**src/rtl/bulk_ep_ptr.sv**
```systemverilog
module bulk_ep_ptr #(
  parameter int PTR_W = 32,
  parameter int ALIGN = 4
) (
  input  logic             clk,
  input  logic             rst_n,
  input  logic             sw_wr,
  input  logic [PTR_W-1:0] sw_wdata,
  input  logic             sw_fill_set,
  input  logic [PTR_W-1:0] head_ptr,
  input  logic             bulk_en,
  input  logic             served,
  input  logic [PTR_W-1:0] next_link,
  output logic [PTR_W-1:0] cur_ptr,
  output logic             fill_flag,
  output logic             list_end
);

  localparam logic [PTR_W-1:0] KEEP = {{(PTR_W-ALIGN){1'b1}}, {ALIGN{1'b0}}};

  logic [PTR_W-1:0] ptr_q;
  logic             fill_q;

  wire at_end  = (ptr_q == '0);
  wire advance = bulk_en & served;
  wire reload  = bulk_en & ~served & at_end & fill_q;
  wire sw_load = ~bulk_en & sw_wr;

  always_ff @(posedge clk) begin
    if (!rst_n) begin
      ptr_q  <= '0;
      fill_q <= 1'b0;
    end else begin
      if (advance)      ptr_q <= next_link & KEEP;
      else if (reload)  ptr_q <= head_ptr & KEEP;
      else if (sw_load) ptr_q <= sw_wdata & KEEP;

      if (sw_fill_set)  fill_q <= 1'b1;
      else if (reload)  fill_q <= 1'b0;
    end
  end

  assign cur_ptr   = ptr_q;
  assign fill_flag = fill_q;
  assign list_end  = at_end & ~fill_q;


  a_r2_low_zero: assert property (@(posedge clk) disable iff (!rst_n)
    cur_ptr[ALIGN-1:0] == '0);

  a_r3_advance: assert property (@(posedge clk) disable iff (!rst_n)
    (bulk_en && served) |=> cur_ptr == ($past(next_link) & KEEP));

  a_r5_reload: assert property (@(posedge clk) disable iff (!rst_n)
    (bulk_en && !served && cur_ptr == '0 && fill_flag)
      |=> (cur_ptr == ($past(head_ptr) & KEEP)) && (fill_flag == $past(sw_fill_set)));

  a_r4_stay_zero: assert property (@(posedge clk) disable iff (!rst_n)
    (bulk_en && !served && cur_ptr == '0 && !fill_flag) |=> cur_ptr == '0);

  a_r6_locked: assert property (@(posedge clk) disable iff (!rst_n)
    (bulk_en && !served && !(cur_ptr == '0 && fill_flag)) |=> $stable(cur_ptr));

  a_r7_set: assert property (@(posedge clk) disable iff (!rst_n)
    sw_fill_set |=> fill_flag);

endmodule

```
**config.mk**
```make
export PLATFORM = sky130hd
export DESIGN_NAME = bulk_ep_ptr
export DESIGN_NICKNAME = d
export VERILOG_FILES = /design/src/rtl/bulk_ep_ptr.sv
export SDC_FILE = /design/constraint.sdc
export NUM_CORES = 1
export LEC_CHECK = 0
export BUFFER_PORTS_ARGS = -buffer_cell sky130_fd_sc_hd__buf_4
export CAP_MARGIN = 0
export CORE_MARGIN = 5
export CORE_UTILIZATION = 49
export CTS_CLUSTER_DIAMETER = 100
export CTS_CLUSTER_SIZE = 16
export DETAILED_ROUTE_END_ITERATION = 16
export PLACE_DENSITY = 0.88
export SLEW_MARGIN = 20
export SYNTH_ARGS = -nofsm -noshare
export SYNTH_HDL_FRONTEND = slang
export SYNTH_SLANG_ARGS = --single-unit
export TNS_END_PERCENT = 1
```
**constraint.sdc**
```tcl
create_clock -name clk -period 2.5 [get_ports clk]
set_input_delay 0.25 -clock clk [delete_from_list [all_inputs] [get_ports clk]]
set_output_delay 0.25 -clock clk [all_outputs]
set_load 0.02 [all_outputs]
```
==> results.yml <==
run_status:
  status: "complete, no violations"
floorplan:
  die_h_um: 80.7
  rows: 25
  die_x_um: 80.7
  dieArea_um2: 6520
  start_util_pct: 51.2
  core_um2: 4790
  io_pins: 136
routing:
  drc_errors: 0
  drtAntennaViolNets: 0
  drtIter0Drc: 127
  dr.pass1.iters: 6
  route.vias.total: 2616
  wl_um: 7690
  vias_per_cell: 5.77
  wire_per_inst_um: 17.0
synth:
  ys_warn_count: 0
  synthCells: 279
  syn_area_per_cell_um2: 8.79
  synth.distinct_cells: 25
  netlist_area_um2: 2450
  seq_area_frac_synth_pct: 23.7
  synth_seq_cells: 29
job:
  cap_violations: 0
grt:
  antenna_found_initial: 0
  met1_usage_pct: 26.2
  grt_first_pass_wirelength_um: 11900
  grt.overflow.total: 0
  grtUsageMet3_pct: 5.99
  first_global_vias: 2604
  grtUsageTotal_pct: 22.9
  grt-busiest-layer: "met2"
  met2_usage_pct: 41.6
  grt_start_max_net_pins: 57
clock_network:
  postCtsSetupBuffers: 0
  cts-resized-gates: 0
  numClockSinks: 29
  hold_buffers: 0
  cts_buffer_depth: 2
  cts_inserted_buffers: 5
  cts_tree: "built"
  clk_pin_slew_worst_paths_ns: 0.06
  clk_latency_ns: 0.27
  root_buffer: "clkbuf_8"
  htreeDepth: 2
timing:
  tightest_slew_ns: 0.969
  fin_crit_sh_pct: 82.0
  maxSlewViolCount: 0
  finalHoldViolCount: 0
  rsz0062_at_grt: "no"
  fmax_mhz: 488
  hold_ws_ns: 0.252
  finalWorstSetupSlack_ns: 0.451
  min_period_ns: 2.05
  final.setup_skew_ns: 0.00308
  setup_tns_ns: 0
  maxSlewHeadroom_pct: 35.4
  finalSetupViolCount: 0
layout:
  synthToLayoutAreaGrowth_pct: 39.9
  nets: 487
  diodes: 0
  drive_gt1_share_pct: 36.3
  instances_no_fill: 453
placement:
  port_buffers: 119
  place_congestion: 0.782
  dp_cells: 445
  place_hpwl_um: 5750
  pre_cts_ws_ns: 0.417
power:
  power.leakage_nw: 1.66
  ir_drop_uv: 298
  power.density_nw_per_um2: 446
critical_path:
  worst_ep_arrival_time_ns: 1.80
  critPathLaunchType: "flop"
  crit_fanout: 4
  cp.required_ns: 2.25
  cp-end-kind: "primary output"
  critPathKind: "reg2out"
worst_hold_path:
  min_path_type: "in2reg"
==> worst max-delay path, stage by stage, from the launching register on <==
cell	delay (ns)
dfxtp_1	0.34
nor4_1	0.42
nand4_2	0.25
nor4_1	0.32
buf_4	0.19
==> kinds of logic (layout without fill, tap and decap cells) <==
group	count (synthesis)	after routing	share of synthesized area [%]
compound gates	88	88	25.3
mux	84	84	34.3
simple gates	45	45	8.98
buf+inv	32	136	7.60
flops	29	29	23.7
other cells	1	4	0.153
==> power breakdown <==
group / internal [mW] / total, mW / switching [mW]
sequential: 0.504 / 0.551 / 0.0468
clock: 0.248 / 0.421 / 0.173
combinational: 0.286 / 0.558 / 0.272
total: 1.04 / 1.53 / 0.492
==> state kept, by name, summed over array words and instances (netlist names) <==
| signal | flops |
|---|---|
| fill_flag | 1 |
| cur_ptr | 28 |
==> cells in the final DEF, fill, tap and decap left out, drive strengths merged <==
| master | instances |
|---|---|
| nor4 | 8 |
| buf | 127 |
| dfxtp | 29 |
| a22oi | 28 |
| nand2 | 2 |
| clkbuf | 7 |
| nor2 | 29 |
| nand4 | 1 |
| o21a | 1 |
| conb | 4 |
| a21oi | 29 |
| and3 | 1 |
| o21ai | 1 |
| a2bb2oi | 28 |
| nand2b | 2 |
| clkinv | 1 |
| mux2i | 84 |
| inv | 1 |
| o211ai | 1 |
| or4 | 1 |
| nor3 | 1 |
==> cell usage after synthesis <==
cell / n / area share, %
mux2i_1: 84 / 34
a21oi_1: 29 / 5.9
dfxtp_1: 29 / 24
nor2_1: 29 / 4.4
a22oi_1: 28 / 8.6
a2bb2oi_1: 28 / 10
clkbuf_1: 10 / 1.5
buf_2: 9 / 1.8
nor4_1: 7 / 1.8
buf_1: 5 / 0.77
buf_4: 4 / 1.2
buf_12: 2 / 1.6
nand2_1: 2 / 0.31
nand2b_1: 2 / 0.51
and3_1: 1 / 0.26
buf_6: 1 / 0.46
conb_1: 1 / 0.15
inv_1: 1 / 0.15
nand4_2: 1 / 0.51
nor3_1: 1 / 0.20
nor4_2: 1 / 0.51
o211ai_1: 1 / 0.31
o21a_1: 1 / 0.31
o21ai_0: 1 / 0.20
or4_4: 1 / 0.46
==> layout make-up <==
cell class / instances / area, um2
clock inverters: 1 / 5.00
clock buffers: 7 / 96.3
inverters: 1 / 3.75
multi-input cells: 221 / 1710
flip-flops and latches: 29 / 581
fillers: 405 / 1350
well taps: 67 / 83.8
repair buffers: 127 / 953
==> final timing paths <==
check                                 start     endpoint  slack, ns  depth (start not counted)
worst max-delay path            cur_ptr[16]     list_end       0.45                          4
worst min-delay path                  rst_n    fill_flag       0.25                          3
worst max register to register  cur_ptr[16]  cur_ptr[31]       0.45                          5
worst min register to register  cur_ptr[27]  cur_ptr[27]       0.59                          2
==> stage by stage <==
stage	utilization [%]	cell area [um2]	power [mW]
2_1_floorplan	-	2460	0.876
4_1_cts	71.7	3430	1.53
3_3_place_gp	69.6	3330	1.10
6_report	71.7	3430	1.53
3_5_place_dp	69.6	3330	1.12
5_1_grt	71.7	3430	1.60
==> metal layers <==
metal,part of all wire [%],vias to the layer above
met5,0,-
met4,1.5,0
met3,6.9,10
met2,52,82
met1,40,1245
li1,-,1279
No activity file was read; power rests on OpenSTA's default activity.
